==> config.mk <==
export PLATFORM = sky130hd
export DESIGN_NAME = load_order_guard
export DESIGN_NICKNAME = d
export VERILOG_FILES = /design/src/rtl/ldg_pkg.sv /design/src/rtl/ldg_ring_ptr.sv /design/src/rtl/ldg_slot_array.sv /design/src/rtl/ldg_age_scan.sv /design/src/rtl/load_order_guard.sv
export SDC_FILE = /design/constraint.sdc
export NUM_CORES = 1
export LEC_CHECK = 0
export CAP_MARGIN = 10
export CORE_MARGIN = 3
export CORE_UTILIZATION = 45
export DETAILED_ROUTE_END_ITERATION = 8
export PLACE_DENSITY = 0.58
export SKIP_CTS_REPAIR_TIMING = 1
export SYNTH_ARGS = -nofsm -noshare
export SYNTH_HDL_FRONTEND = slang
export SYNTH_SLANG_ARGS = --single-unit
==> constraint.sdc <==
create_clock -name clk -period 9.8 [get_ports clk]
set_input_delay 1.47 -clock clk [delete_from_list [all_inputs] [get_ports clk]]
set_output_delay 1.47 -clock clk [all_outputs]
set_load 0.03 [all_outputs]
==> src/rtl/ldg_pkg.sv <==
package ldg_pkg;
   typedef enum logic [1:0] {
      SLOT_FREE = 2'd0,
      SLOT_WAIT = 2'd1,
      SLOT_DONE = 2'd2
   } slot_state_e;
endpackage

==> src/rtl/ldg_ring_ptr.sv <==
module ldg_ring_ptr #(
   parameter int DEPTH = 8,
   localparam int IDX_W = $clog2(DEPTH),
   localparam int CNT_W = IDX_W + 1
) (
   input  logic             clk,
   input  logic             rst_n,
   input  logic             clear,
   input  logic             push,
   input  logic             pop,
   output logic [IDX_W-1:0] head,
   output logic [IDX_W-1:0] tail,
   output logic [CNT_W-1:0] count,
   output logic             full
);
   assign full = (count == CNT_W'(DEPTH));

   always_ff @(posedge clk) begin
      if (!rst_n || clear) begin
         head  <= '0;
         tail  <= '0;
         count <= '0;
      end else begin
         head  <= head + IDX_W'(pop);
         tail  <= tail + IDX_W'(push);
         count <= count + CNT_W'(push) - CNT_W'(pop);
      end
   end

   assert_no_overflow_R2: assert property (@(posedge clk) disable iff (!rst_n)
      full |-> !push);
endmodule

==> src/rtl/ldg_slot_array.sv <==
module ldg_slot_array
   import ldg_pkg::*;
#(
   parameter int DEPTH  = 8,
   parameter int LINE_W = 26,
   localparam int IDX_W = $clog2(DEPTH)
) (
   input  logic                          clk,
   input  logic                          rst_n,
   input  logic                          clear,
   input  logic                          alloc_en,
   input  logic [IDX_W-1:0]              tail,
   input  logic                          cmpl_en,
   input  logic [IDX_W-1:0]              cmpl_id,
   input  logic [LINE_W-1:0]             cmpl_line,
   input  logic                          pop_en,
   input  logic [IDX_W-1:0]              head,
   output logic [DEPTH-1:0]              wait_o,
   output logic [DEPTH-1:0]              done_o,
   output logic [DEPTH-1:0][LINE_W-1:0]  line_o
);
   slot_state_e st [DEPTH];

   for (genvar i = 0; i < DEPTH; i++) begin : g_slot
      always_ff @(posedge clk) begin
         if (!rst_n || clear) begin
            st[i]     <= SLOT_FREE;
            line_o[i] <= '0;
         end else if (alloc_en && tail == IDX_W'(i)) begin
            st[i] <= SLOT_WAIT;
         end else if (cmpl_en && cmpl_id == IDX_W'(i) && st[i] == SLOT_WAIT) begin
            st[i]     <= SLOT_DONE;
            line_o[i] <= cmpl_line;
         end else if (pop_en && head == IDX_W'(i)) begin
            st[i] <= SLOT_FREE;
         end
      end
      assign wait_o[i] = (st[i] == SLOT_WAIT);
      assign done_o[i] = (st[i] == SLOT_DONE);
   end

   assert_cmpl_pending_R3: assert property (@(posedge clk) disable iff (!rst_n)
      cmpl_en |-> st[cmpl_id] == SLOT_WAIT);
   assert_retire_done_R10: assert property (@(posedge clk) disable iff (!rst_n)
      pop_en |-> st[head] == SLOT_DONE);
   assert_alloc_free_R2: assert property (@(posedge clk) disable iff (!rst_n)
      alloc_en |-> st[tail] == SLOT_FREE);
endmodule

==> src/rtl/ldg_age_scan.sv <==
module ldg_age_scan #(
   parameter int DEPTH  = 8,
   parameter int LINE_W = 26,
   localparam int IDX_W = $clog2(DEPTH)
) (
   input  logic                          clk,
   input  logic                          rst_n,
   input  logic [IDX_W-1:0]              head,
   input  logic [DEPTH-1:0]              wait_i,
   input  logic [DEPTH-1:0]              done_i,
   input  logic [DEPTH-1:0][LINE_W-1:0]  line_i,
   input  logic                          snoop_en,
   input  logic [LINE_W-1:0]             snoop_line,
   output logic                          hit,
   output logic [IDX_W-1:0]              hit_id
);
   logic [DEPTH-1:0] older_wait;
   logic [DEPTH-1:0] hit_age;
   logic [IDX_W-1:0] pick;

   for (genvar k = 0; k < DEPTH; k++) begin : g_age
      logic [IDX_W-1:0] slot;
      assign slot = head + IDX_W'(k);
      if (k == 0) begin : g_first
         assign older_wait[k] = 1'b0;
      end else begin : g_rest
         logic [IDX_W-1:0] prev_slot;
         assign prev_slot     = head + IDX_W'(k - 1);
         assign older_wait[k] = older_wait[k-1] | wait_i[prev_slot];
      end
      assign hit_age[k] = snoop_en & done_i[slot] & older_wait[k]
                          & (line_i[slot] == snoop_line);
   end

   always_comb begin
      pick = '0;
      for (int k = DEPTH - 1; k >= 0; k--) begin
         if (hit_age[k]) pick = IDX_W'(k);
      end
   end

   assign hit    = |hit_age;
   assign hit_id = head + pick;

   assert_hit_needs_snoop_R5: assert property (@(posedge clk) disable iff (!rst_n)
      hit |-> snoop_en);
endmodule

==> src/rtl/load_order_guard.sv <==
module load_order_guard #(
   parameter int DEPTH      = 8,
   parameter int ADDR_W     = 32,
   parameter int LINE_OFF_W = 6,
   localparam int IDX_W  = $clog2(DEPTH),
   localparam int CNT_W  = IDX_W + 1,
   localparam int LINE_W = ADDR_W - LINE_OFF_W
) (
   input  logic              clk,
   input  logic              rst_n,
   input  logic              alloc_valid,
   output logic [IDX_W-1:0]  alloc_id,
   output logic              full,
   input  logic              cmpl_valid,
   input  logic [IDX_W-1:0]  cmpl_id,
   input  logic [ADDR_W-1:0] cmpl_addr,
   input  logic              retire_valid,
   input  logic              snoop_valid,
   input  logic [ADDR_W-1:0] snoop_addr,
   output logic              flush_valid,
   output logic [IDX_W-1:0]  flush_id
);
   if (DEPTH < 2 || (1 << IDX_W) != DEPTH) begin : g_bad_depth
      $error("DEPTH must be a power of two of at least 2");
   end
   if (LINE_OFF_W < 0 || LINE_OFF_W >= ADDR_W) begin : g_bad_line
      $error("LINE_OFF_W must lie below ADDR_W");
   end

   logic [IDX_W-1:0]             head, tail;
   logic [CNT_W-1:0]             count;
   logic                         alloc_en, pop_en, hit;
   logic [IDX_W-1:0]             hit_id;
   logic [DEPTH-1:0]             wait_v, done_v;
   logic [DEPTH-1:0][LINE_W-1:0] line_v;

   assign alloc_en = alloc_valid & ~full;
   assign pop_en   = retire_valid & (count != '0);
   assign alloc_id = tail;

   ldg_ring_ptr #(.DEPTH(DEPTH)) u_ptr (
      .clk(clk), .rst_n(rst_n), .clear(hit),
      .push(alloc_en), .pop(pop_en),
      .head(head), .tail(tail), .count(count), .full(full)
   );

   ldg_slot_array #(.DEPTH(DEPTH), .LINE_W(LINE_W)) u_slots (
      .clk(clk), .rst_n(rst_n), .clear(hit),
      .alloc_en(alloc_en), .tail(tail),
      .cmpl_en(cmpl_valid), .cmpl_id(cmpl_id),
      .cmpl_line(cmpl_addr[ADDR_W-1:LINE_OFF_W]),
      .pop_en(pop_en), .head(head),
      .wait_o(wait_v), .done_o(done_v), .line_o(line_v)
   );

   ldg_age_scan #(.DEPTH(DEPTH), .LINE_W(LINE_W)) u_scan (
      .clk(clk), .rst_n(rst_n), .head(head),
      .wait_i(wait_v), .done_i(done_v), .line_i(line_v),
      .snoop_en(snoop_valid), .snoop_line(snoop_addr[ADDR_W-1:LINE_OFF_W]),
      .hit(hit), .hit_id(hit_id)
   );

   always_ff @(posedge clk) begin
      if (!rst_n) begin
         flush_valid <= 1'b0;
         flush_id    <= '0;
      end else begin
         flush_valid <= hit;
         flush_id    <= hit ? hit_id : flush_id;
      end
   end

   assert_flush_pulse_R8: assert property (@(posedge clk) disable iff (!rst_n)
      flush_valid |=> !flush_valid);
   assert_flush_empty_R8: assert property (@(posedge clk) disable iff (!rst_n)
      flush_valid |-> (count == '0) && !full);
   assert_flush_from_snoop_R3: assert property (@(posedge clk) disable iff (!rst_n)
      flush_valid |-> $past(snoop_valid));
endmodule

After elaboration in Yosys (flattened, before gate mapping)
Memories as Yosys holds them, arrays and structs flattened. Cells that the tools add are included.

Shift-type cells: 0. Equal/unequal tests: 45. Bitwise gates (word level): 62. Div/mod/pow operators: 0. Muxes and demuxes: 171. $mul: 0. $lt $le $gt $ge: 8. Reduce and logical (&&, ||, !) cells: 47. Add/sub/neg operators: 12.

Operator list (number): $bmux 26 s3 (7); $eq 26x26->1 (7); $mux 26 (7); $mux 1 (112); $mux 2 (24); $bmux 1 s3 (14); $eq 3x3->1 const B (12); $logic_and 1x1->1 (32); $lt 3x4->1 const B (8); $or 1x1->1 (30); $and 1x1->1 (23); $mux 3 (7); $eq 3x2->1 const B (6); $eq 2x1->1 const B (8); $eq 2x2->1 const B (8); $reduce_and 2->1 (8); $add 3x3->3 const B (4); $eq 3x1->1 const B (3); $logic_not 3->1 (3); $not 1->1 (9); $reduce_or 7->1 (1); $add 3x1->3 (2); $add 3x2->3 const B (2); $add 4x1->4 (1); 7 further kinds (7).

Bits in latches: 0. Output and inout port bits: 8. Memory bits (writable): 16. Logic and storage cells: 359. Memories: 1. Flip-flop bits (word level): 222. Input port bits: 73. Bits in read-only memories: 0.

Memory list: u_slots.st (depth 8, width 2, read ports 8, clocked after Yosys merged registers in 0, write ports 8, RTL line ldg_slot_array.sv:22) `slot_state_e st [DEPTH];`.

Longest topological paths before layout
Gate-level depths: netlist (run 1). An unclocked memory read counts as a cell.

Word-level depth: 20. Depth in mapped cells: 28.

By module
From an unflattened synthesis (run 1), not the netlist that was laid out.

Cells, all modules: 2009. Area total of the unflattened synthesis: 20010.4 um2.

Modules (own cells, without submodules): ldg_age_scan (seq. area each 0.0 um2, area an instance 10970.5 um2, instances 1, cells each 1134); ldg_slot_array (seq. area each 4644.5 um2, area an instance 8409.3 um2, instances 1, cells each 816); ldg_ring_ptr (seq. area each 200.2 um2, area an instance 476.7 um2, instances 1, cells each 46); load_order_guard (seq. area each 80.1 um2, area an instance 153.9 um2, instances 1, cells each 13).

Worst setup path before layout (run 1)
No wires, ideal clock.

Path kind: register to register. From: register u_ptr.head[0]. To: register flush_id[2]. Arrival: 5254 ps. Cell stages (with the launch flop): 28. Buffers on the path: 9. Setup time: 120 ps. Slack: 4426 ps. Period minus slack after synthesis: 5374 ps. Data required time: 9680 ps. Cells stage by stage: dfxtp_1 buf_6 inv_2 buf_2 buf_2 buf_2 buf_2 ha_1 buf_2 buf_4 buf_4 buf_2 mux4_2 mux2i_1 xor2_1 o211ai_1 nor4bb_1 a21oi_1 a2bb2oi_1 o21ai_0 ha_1 inv_1 fa_1 xor2_1 inv_1 nand3_1 a21boi_0 o31a_1.

Word-level cells in the longest chain between the ends: 19.

RTL lines: start: declaration (RTL line ldg_ring_ptr.sv:11) `output logic [IDX_W-1:0] head,`; start signal: assignment (RTL line ldg_ring_ptr.sv:24) `head <= head + IDX_W'(pop);`; $add 3x1->3 (RTL line ldg_age_scan.sv:23, ldg_age_scan.sv:28); $bmux 1 s3 (RTL line ldg_age_scan.sv:29) `assign older_wait[k] = older_wait[k-1] | wait_i[prev_slot];`; $mux 1 (not written as such) (RTL line ldg_age_scan.sv:29); $or 1x1->1 (6 in series) (RTL line ldg_age_scan.sv:29); $and 1x1->1 (RTL line ldg_age_scan.sv:31) `assign hit_age[k] = snoop_en & done_i[slot] & older_wait[k]`; $and 1x1->1 (RTL line ldg_age_scan.sv:32) `& (line_i[slot] == snoop_line);`; $mux 3 (7 in series) (RTL line ldg_age_scan.sv:38) `if (hit_age[k]) pick = IDX_W'(k);`; $add 3x3->3 (RTL line ldg_age_scan.sv:43) `assign hit_id = head + pick;`; end signal: assignment (RTL line load_order_guard.sv:69) `flush_id <= hit ? hit_id : flush_id;`; end: declaration (RTL line load_order_guard.sv:21) `output logic [IDX_W-1:0] flush_id`.

Several ways; a longest one is shown, not always the timed one. The select of a mux whose other input is x is not followed. A chain may end at the register's enable or synchronous reset.

Worst setup path in the final report (run 1)
From: register u_ptr.head[2]. To: register flush_id[2].

Same word-level chain as after synthesis.

==> impl_metrics.tcl, run 1 <==
set metrics [dict create \
    register_area_mm2 0.004936 \
    cell_internal_pwr_uw 2388 \
    cts_tree "done" \
    drtAntennaViolNets 0 \
    fmax_ghz 0.1451 \
    min-delay-start "flush_id[1]" \
    setup-violations-final 0 \
    synth_edf_count 16 \
    grt_pass1_wl_mm 124.9 \
    fill_cells 4457 \
    p_leak_uw 0.007219 \
    core_mm2 0.04785 \
    syn_area_mm2 0.02182 \
    seq_area_frac_synth_pct 22.57 \
    grt_max_degree 135 \
    die_y_um 226.2 \
    cts_max_level 1 \
    ys_ff_latch 238 \
    syn_inst 2258 \
    clk_path_buf_depth 3 \
    dpl_worst_slack_ps 3146 \
    cp-start-kind "flop" \
    drive_above_1_share_pct 24.86 \
    drt_wl_total_mm 85.50 \
    rrSetupSlack_ps 2910 \
    dpl-instance-area_mm2 0.02243 \
    crit_fanout 39 \
    grt_usage_pct 33.03 \
    cts_buffers 29 \
    max_slew_margin_pct 14.34 \
    synth_warnings 0 \
    synth.distinct_cells 79 \
    critPathKind "flop to flop" \
    grtUsageMet2_pct 51.43 \
    crit_arrival_ps 7350 \
    grt.met1_usage_pct 45.18 \
    grt_use_met3_pct 7.578 \
    report.final.slew_viol_count 0 \
    drc 0 \
    antenna_found_initial 3 \
    hp-class "flop to flop" \
    multi_input_area_mm2 0.01561 \
    setup_slack_ps 2906 \
    tightest_slew_ps 1285 \
    mappedNetlistNets 2352 \
    synth_area_leaders "mux4_2 24%, dfxtp_1 20%, nand2_1 8.1%" \
    routabilityCongestion 1.074 \
    dieWidth_um 226.2 \
    drv_cap 0 \
    viasPerCell 6.695 \
    power_frac_comb_pct 44.8 \
    synth_flop_cell "dfxtp_1" \
    hold_end "flush_id[1]" \
    rsz0062_at_grt "no" \
    cp_common_cell "inv_1" \
    hold_violations 0 \
    yosysTopAreaCell "mux4_2" \
    ys_async_sr_fraction_pct 0 \
    ioPinCount 81 \
    path_cells "inv_2 -> ha_2 -> buf_4 -> mux4_2 -> mux2i_1 -> xnor2_1 -> nor4_1 -> nand2_1 -> nor4_2 -> a21oi_1 -> a2bb2oi_1 -> o21ai_0 -> ha_1 -> inv_1 -> fa_1 -> xor2_1 -> inv_1 -> nand3_1 -> a21boi_0 -> o31a_1" \
    fin_skew_ps 39.52 \
    critical_path.max_stage_delay_ps 860 \
    area_growth_syn_to_layout_pct 7.322 \
    worst-endpoint-required_ps 10260 \
    root_buffer "clkbuf_16" \
    post-route-period-util_pct 70.35 \
    r2r_start "u_ptr.head[2]" \
    rows 80 \
    num_vias 18832 \
    start_util_pct 45.61 \
    busiest_layer "met2" \
    post_drt_wl_per_cell_um 30.39 \
    p_switching_uw 1589 \
    io_buffers 68 \
    stdcell_area_mm2 0.02342 \
    p_seq_share_pct 27.4 \
    endpoint_kind "flop" \
    status "complete, no violations" \
    worstSkewPairLatency_ps 600 \
    fin_nets 2267 \
    switching_share_pct 39.96 \
    drt_iter0_markers 2103 \
    power_uw 3977 \
    ir_drop_uv 141.2 \
    power_density_mw_per_mm2 169.8 \
    yosys.area.top_type_share_pct 24.25 \
    tns_ps 0 \
    clock_power_share_pct 27.8 \
    grt_overflow 0 \
    period_minus_slack_ps 6894 \
    min_delay_path_depth 2 \
    clock_sinks 238 \
    rr_worst_depth 20 \
    dr.pass1.iters 6 \
    r2r_end "flush_id[2]" \
    synth_area_per_cell_um2 9.664 \
    clkSlewWorstSetupHoldPaths_ps 60 \
    first_global_vias 17964 \
    dp.final_hpwl_mm 62.23 \
    crit_slowest_cell "ha_2" \
    fp.dieArea_mm2 0.05117 \
]
[synthesized netlist by cell type (6+ instances only)]
master,number
nand2_1,469
mux4_2,235
dfxtp_1,222
mux2i_1,169
a21oi_2,161
xnor2_1,128
a21oi_1,74
clkbuf_1,71
nor2_1,71
xor2_1,58
buf_1,41
buf_6,40
buf_2,39
nand2b_1,35
nand4_1,32
mux2_2,30
buf_4,28
nand3_1,25
o22ai_1,25
inv_1,22
ha_1,19
nor4_1,18
o21ai_0,18
nor3_1,17
edfxtp_1,16
a221oi_1,14
nor2b_1,14
and2_1,13
nand3b_1,12
nand4b_1,11
o221ai_1,9
a22oi_1,7
o2111ai_1,7
o211ai_1,7
or3b_2,6
or4_1,6
[layer usage]
| metal | vias to the layer above | part of all wire, % |
|---|---|---|
| met5 | - | 0.015 |
| met3 | 185 | 9.6 |
| met4 | 2 | 4.1 |
| li1 | 8132 | - |
| met2 | 978 | 45 |
| met1 | 9535 | 41 |
[placed cells by master, fill, tap and decap left out, drive strengths merged, types with 5 or more instances in the layout]
master / count
nand4: 33
nor2: 71
and3: 5
a221oi: 14
nand3: 25
dfxtp: 222
a31oi: 5
o221ai: 9
o21ai: 21
a22oi: 7
o211ai: 7
buf: 35
a211oi: 5
inv: 27
nand2: 469
mux4: 235
clkbuf: 40
clkinv: 11
nor3: 17
nand3b: 12
nor4: 20
mux2i: 169
xnor2: 129
edfxtp: 16
nand4b: 11
nor2b: 14
ha: 19
nand2b: 35
o22ai: 25
or4: 6
mux2: 30
and2: 14
a21oi: 235
o2111ai: 7
clkdlybuf4s50: 68
xor2: 58
or3b: 6
[registers in the layout, indices dropped and copies added (netlist names)]
register and cells:
flush_id 3, flush_valid 1, u_ptr.count 4, u_ptr.head 3, u_ptr.tail 3, u_slots.line_o 208, u_slots.st 16
[power by group through the flow]
| stage | logic (µW) | clock network [µW] | registers [µW] |
|---|---|---|---|
| global route | 1880 | 1170 | 1100 |
| global placement | 1740 | 0 | 1110 |
| finish | 1780 | 1110 | 1090 |
| detailed placement | 1760 | 0 | 1110 |
| CTS | 1760 | 1130 | 1090 |
| floorplan | 1440 | 0 | 1050 |
[kinds of logic after synthesis]
| group | Yosys count | share of synthesized area, % |
|---|---|---|
| simple gates | 754 | 15.65 |
| flops | 238 | 22.57 |
| mux | 434 | 33.55 |
| xor+xnor | 187 | 7.540 |
| fa+ha+maj | 21 | 1.273 |
| compound gates | 377 | 13.09 |
| buf+inv | 247 | 6.330 |
[critical path, delay by kind of cell (launching register included)]
kind	cells	cell delay (ps)
flip-flops	1	790
AO/OA/AOI/OAI	5	1000
multiplexers	2	570
XOR/XNOR	2	390
buffers and inverters	4	1080
AND/OR/NAND/NOR	4	1310
adder cells (fa/ha/maj)	3	1480
[through the flow]
stage / util (%) / cells / hold slack [ps]
after floorplan: - / 2258 / 462.6
after global placement: 46.87 / 2757 / 484.6
after detailed placement: 46.87 / 2757 / 494.9
after CTS: 48.94 / 2811 / 508.3
after global routing: 48.94 / 2812 / 540.3
final: 48.95 / 2813 / 502.3
[how the worst max path moves through the flow]
stage                              to           from
final                     flush_id[2]  u_ptr.head[2]
after global routing      flush_id[2]  u_ptr.head[1]
after CTS                 flush_id[2]  u_ptr.head[2]
after detailed placement  flush_id[2]  u_ptr.head[2]
after global placement    flush_id[2]  u_ptr.head[1]
after floorplan           flush_id[2]  u_ptr.head[0]
[area by class of cell]
| type | count | share of cell area, % |
|---|---|---|
| inverter | 28 | 0.4594 |
| clock buffer | 40 | 3.750 |
| clock inverter | 14 | 0.4755 |
| timing repair buffer | 103 | 4.295 |
| antenna | 2 | 0.02137 |
| multi-input combinational | 1773 | 66.64 |
| tap | 615 | 3.286 |
| sequential | 238 | 21.08 |
Note: power is estimated with default switching activity, not from simulation.
==> run 2: changes to the inputs <==
==> constraint.sdc (replaced) <==
create_clock -name clk -period 7.1 [get_ports clk]
set_input_delay 1.065 -clock clk [delete_from_list [all_inputs] [get_ports clk]]
set_output_delay 1.065 -clock clk [all_outputs]
set_load 0.03 [all_outputs]
==> run 2 against run 1 <==
Against the previous run: worst setup slack worse by 2000 ps; critical path depth is the same; clock skew down 24 ps; die area unchanged; routed wire length increased by 0.54%; final cell count up 0.71%; non-clock buffer count is 26 higher; largest power group unchanged.
==> impl_metrics.tcl, run 2 (synthesis results as in run 1) <==
set metrics [dict create \
    clkSlewWorstSetupHoldPaths_ps 60 \
    dpl-instance-area_mm2 0.02267 \
    routabilityCongestion 1.126 \
    die_y_um 226.2 \
    fin_skew_ps 15.97 \
    power_uw 5463 \
    max_slew_margin_pct 20.71 \
    power_density_mw_per_mm2 231.6 \
    post_drt_wl_per_cell_um 30.34 \
    setup-violations-final 0 \
    reg_top3 "u_slots.line_o (208), u_slots.st (16), u_ptr.count (4)" \
    fill_cells 4474 \
    dr.pass1.iters 5 \
    num_vias 18995 \
    ioPinCount 81 \
    drt_wl_total_mm 85.96 \
    grt_overflow 0 \
    largest_reg_flops 208 \
    antenna_found_initial 5 \
    dp.final_hpwl_mm 63.61 \
    cts_max_level 1 \
    viasPerCell 6.705 \
    dieWidth_um 226.2 \
    p_leak_uw 0.007329 \
    area_growth_syn_to_layout_pct 8.079 \
    hp-class "flop to flop" \
    endpoint_kind "flop" \
    drtAntennaViolNets 0 \
    max_flop_register "u_slots.line_o" \
    cts_buffers 27 \
    critPathKind "flop to flop" \
    tns_ps 0 \
    drive_above_1_share_pct 25.36 \
    clock_sinks 238 \
    stdcell_area_mm2 0.02359 \
    cell_internal_pwr_uw 3290 \
    start_util_pct 45.61 \
    p_seq_share_pct 26.7 \
    switching_share_pct 39.79 \
    fmax_ghz 0.1621 \
    first_global_vias 18045 \
    rows 80 \
    period_minus_slack_ps 6169 \
    tightest_slew_ps 1189 \
    crit_fanout 32 \
    cp-start-kind "flop" \
    multi_input_area_mm2 0.01561 \
    p_switching_uw 2173 \
    mostFrequentLayoutCells "469 x nand2_1, 235 x mux4_2, 219 x dfxtp_1" \
    worst-endpoint-required_ps 7570 \
    drt_iter0_markers 2222 \
    grt_max_degree 106 \
    report.final.slew_viol_count 0 \
    final_common_cell "nand2_1" \
    stdcell_count 2833 \
    rsz0062_at_grt "no" \
    fin_nets 2291 \
    grt_pass1_wl_mm 125.9 \
    drv_cap 0 \
    cts_tree "done" \
    hold_violations 0 \
    root_buffer "clkbuf_16" \
    status "complete, no violations" \
    io_buffers 68 \
    power_frac_comb_pct 46.6 \
    post-route-period-util_pct 86.89 \
    dp.cells 2783 \
    fp.dieArea_mm2 0.05117 \
    core_mm2 0.04785 \
    dpl_worst_slack_ps 1031 \
    clock_power_share_pct 26.7 \
    register_area_mm2 0.004936 \
    drc 0 \
    setup_slack_ps 930.6 \
    ir_drop_uv 233.0 \
    worstSkewPairLatency_ps 580 \
    clk_path_buf_depth 3 \
    grt_usage_pct 33.21 \
    crit_arrival_ps 6640 \
]
[run 2: cell count changes in the layout (fill, tap and decap cells not counted), sizes merged]
cell / change
bufinv: +1
clkinv: -3
buf: +26
clkinvlp: -3
clkbuf: -1
[run 2: critical path: stages, from the launching register on]
cell       delay, ps
dfxtp_4          580
inv_4            160
ha_4             720
buf_4            410
mux4_2           530
mux2i_1          250
xnor2_1          230
nor4_1           580
nand4_1          180
nor4_2           440
a21oi_1          110
a2bb2oi_1        150
o21ai_0          220
ha_1             180
inv_1             50
fa_1             400
xor2_1           250
inv_1             80
nand3_1           80
a21boi_0          90
o31a_1           290
[run 2: final cells by class]
class / instances / share of cell area, %
Sequential cell: 238 / 20.93
Timing Repair Buffer: 129 / 5.305
Inverter: 28 / 0.4562
Multi-Input combinational cell: 1773 / 66.17
Antenna cell: 2 / 0.02122
Clock inverter: 9 / 0.4828
Tap cell: 615 / 3.263
Clock buffer: 39 / 3.374
[run 2: layer usage]
metal | share of wire, % | track usage [%] | up-vias
li1 | - | - | 8187
met1 | 41 | 45.98 | 9590
met2 | 46 | 52.11 | 1019
met3 | 8.9 | 5.797 | 193
met4 | 4.6 | 12.73 | 6
met5 | 0.041 | 0 | -
[run 2: power groups by stage]
stage                     registers, µW  clock network (µW)  logic, µW
final                              1460                1460       2540
after global routing               1470                1520       2680
after CTS                          1460                1480       2520
after detailed placement           1490                   0       2520
after global placement             1490                   0       2490
after floorplan                    1450                   0       1980
[run 2: stage by stage]
step                hold slack, ps  util [%]
floorplan                    462.6         -
global route                 511.1     49.29
global placement             484.2     47.38
detailed placement           488.3     47.38
CTS                          494.9     49.28
finish                       501.6     49.29
[run 2: worst paths after layout]
| path | from | end | slack, ps | cells past startpoint |
|---|---|---|---|---|
| setup / recovery | u_ptr.head[0] | flush_id[2] | 930 | 20 |
| hold / removal | u_slots.line_o[112] | u_slots.line_o[112] | 500 | 2 |
| setup reg to reg | u_ptr.head[0] | flush_id[2] | 930 | 20 |
| hold reg to reg | u_slots.line_o[112] | u_slots.line_o[112] | 500 | 2 |
==> run 3: changes to the inputs <==
--- a/config.mk
+++ b/config.mk
@@ -5,12 +5,14 @@
 export SDC_FILE = /design/constraint.sdc
 export NUM_CORES = 1
 export LEC_CHECK = 0
+export ABC_AREA = 1
 export CAP_MARGIN = 10
 export CORE_MARGIN = 3
 export CORE_UTILIZATION = 45
 export DETAILED_ROUTE_END_ITERATION = 8
 export PLACE_DENSITY = 0.58
 export SKIP_CTS_REPAIR_TIMING = 1
+export SLEW_MARGIN = 0
 export SYNTH_ARGS = -nofsm -noshare
 export SYNTH_HDL_FRONTEND = slang
 export SYNTH_SLANG_ARGS = --single-unit
==> run 3 against run 2 <==
Against the previous run: combinational power is 91% higher; die area is 3.3% lower; non-clock buffer count is 5 higher; clock skew grew 13 ps; critical endpoint unchanged; largest power group unchanged.
==> impl_metrics.tcl, run 3 <==
set metrics [dict create \
    die_y_um 222.4 \
    p_leak_uw 0.01028 \
    fmax_ghz 0.1801 \
    drtAntennaViolNets 0 \
    reg_top3 "u_slots.line_o (208), u_slots.st (16), u_ptr.count (4)" \
    endpoint_kind "flop" \
    ir_drop_uv 374.0 \
    yosys.area.top_type_share_pct 27.87 \
    cts_tree "done" \
    stdcell_area_mm2 0.02298 \
    drt_iter0_markers 4417 \
    max_slew_margin_pct 13.75 \
    clkSlewWorstSetupHoldPaths_ps 70 \
    fin_nets 3836 \
    synth.distinct_cells 42 \
    antenna_found_initial 3 \
    drc 0 \
    viasPerCell 6.323 \
    synth_edf_count 16 \
    ys_ff_latch 238 \
    root_buffer "clkbuf_16" \
    dpl-instance-area_mm2 0.02201 \
    period_minus_slack_ps 5553 \
    tightest_slew_ps 1289 \
    start_util_pct 45.95 \
    grt_pass1_wl_mm 161.6 \
    synth_flop_cell "dfxtp_1" \
    cts_max_level 1 \
    worst-endpoint-required_ps 7600 \
    routabilityCongestion 1.073 \
    grtUsageMet2_pct 63.25 \
    grt_usage_pct 43.63 \
    tns_ps 0 \
    status "complete, no violations" \
    synthTopCellsByCount "1565 x nand2_1, 1048 x nand3_1, 222 x dfxtp_1" \
    max_flop_register "u_slots.line_o" \
    syn_area_mm2 0.02108 \
    seq_area_frac_synth_pct 23.36 \
    synth_area_leaders "nand2_1 28%, nand3_1 25%, dfxtp_1 21%" \
    area_growth_syn_to_layout_pct 8.999 \
    clk_path_buf_depth 3 \
    dieWidth_um 222.4 \
    power_density_mw_per_mm2 340.9 \
    min-delay-start "u_slots.line_o[47]" \
    ys_async_sr_fraction_pct 0 \
    ioPinCount 81 \
    drive_above_1_share_pct 5.312 \
    fill_cells 4883 \
    worstSkewPairLatency_ps 630 \
    crit_start "u_ptr.head[2]" \
    grt.met1_usage_pct 58.64 \
    rr_worst_depth 26 \
    hold_violations 0 \
    mostFrequentLayoutCells "1558 x nand2_1, 1048 x nand3_1, 220 x dfxtp_1" \
    synth_warnings 0 \
    fp.dieArea_mm2 0.04948 \
    busiest_layer "met2" \
    critPathKind "flop to flop" \
    io_buffers 68 \
    crit_arrival_ps 6050 \
    first_global_vias 24412 \
    setup-violations-final 0 \
    core_mm2 0.04587 \
    synth_most_common_cell "nand2_1" \
    rsz0062_at_grt "no" \
    cp-start-kind "flop" \
    drv_cap 0 \
    final_common_cell "nand2_1" \
    synth_area_per_cell_um2 5.509 \
    post-route-period-util_pct 78.21 \
    drt_wl_total_mm 113.4 \
    rows 78 \
    min_delay_path_depth 2 \
    hp-class "flop to flop" \
    crit_fanout 15 \
    syn_inst 3826 \
    grt_overflow 0 \
    dr.pass1.iters 9 \
    clock_sinks 238 \
    fin_skew_ps 29.07 \
    report.final.slew_viol_count 0 \
    yosysTopAreaCell "nand2_1" \
    r2r_start "u_ptr.head[2]" \
    grt_use_met3_pct 13.81 \
    num_vias 27608 \
    mappedNetlistNets 3920 \
    cts_buffers 29 \
    dp.final_hpwl_mm 80.09 \
    post_drt_wl_per_cell_um 25.97 \
    grt_max_degree 240 \
    largest_reg_flops 208 \
]
[run 3: changes by cell type after synthesis, sizes merged, moves of 35 or more]
cell / change
nand3: +1025
nand2: +1098
nor2: +149
mux4: -235
mux2i: -169
nand2b: -35
inv: +88
xnor2: -126
[run 3: per-layer routing]
metal | up-vias | wire, µm | part of all wire [%]
met5 | - | 27 | 0.024
met4 | 4 | 6931 | 6.1
met3 | 473 | 16270 | 14
met2 | 2027 | 45590 | 40
met1 | 12623 | 44570 | 39
li1 | 12481 | - | -
[run 3: power breakdown]
part           internal (µW)  switching (µW)
clock                    858             685
combinational           1210            3650
sequential              1390            36.7
[run 3: logic make-up (layout without fill, tap and decap cells)]
kind of cell             after synthesis  count (layout)  share of synthesized area (%)
AO/OA/AOI/OAI                        263             263                          7.182
XOR/XNOR                              38              38                          1.579
adder cells (fa/ha/maj)               21              21                          1.318
buffers and inverters                368             307                          7.705
flip-flops                           238             238                          23.36
other                                  0               1                              0
AND/OR/NAND/NOR                     2898            2898                          58.85
[run 3: area by class of cell]
class	count	area, µm²	share of cell area (%)
Multi-Input combinational cell	3220	14620	63.61
Sequential cell	238	4930	21.46
Timing Repair Buffer	134	1264	5.500
Clock buffer	40	827.0	3.600
Tap cell	600	750.7	3.267
Inverter	119	455.4	1.982
Clock inverter	14	131.4	0.5718
Antenna cell	1	2.502	0.01089
[run 3: path summary, 6_finish.rpt]
path,to,slack [ps]
worst min-delay path,u_slots.line_o[47],480
worst max register to register,flush_id[2],1550
worst min register to register,u_slots.line_o[47],480
worst max-delay path,flush_id[2],1550
[run 3: worst max-delay path: stages, from the launching register on]
cell and delay (ps):
dfxtp_1 970, inv_4 210, ha_1 990, clkinv_1 210, buf_4 300, nand3_1 150, nand3_1 80, nand2_1 270
nand2_1 90, nor2_1 110, nand2_1 50, nor2_1 230, nand3_1 190, nand2_1 110, nand2_1 50, nand2_1 50
nand2_1 50, nand2_1 60, ha_1 140, inv_1 60, fa_1 400, xnor2_1 190, inv_1 60, nand4_1 80
nand2_1 110, nand3_1 100, nand2_1 60
[run 3: metrics by stage]
stage	total power [µW]	hold slack [ps]	setup WS, ps	cells	util, %
2_1_floorplan	4558	451.1	3054	3826	-
3_3_place_gp	6055	462.1	1720	4311	48.00
3_5_place_dp	6089	466.7	1714	4311	48.00
4_1_cts	7627	478.0	1670	4365	50.08
5_1_grt	8192	494.2	1344	4365	50.08
6_report	7832	480.1	1547	4366	50.09
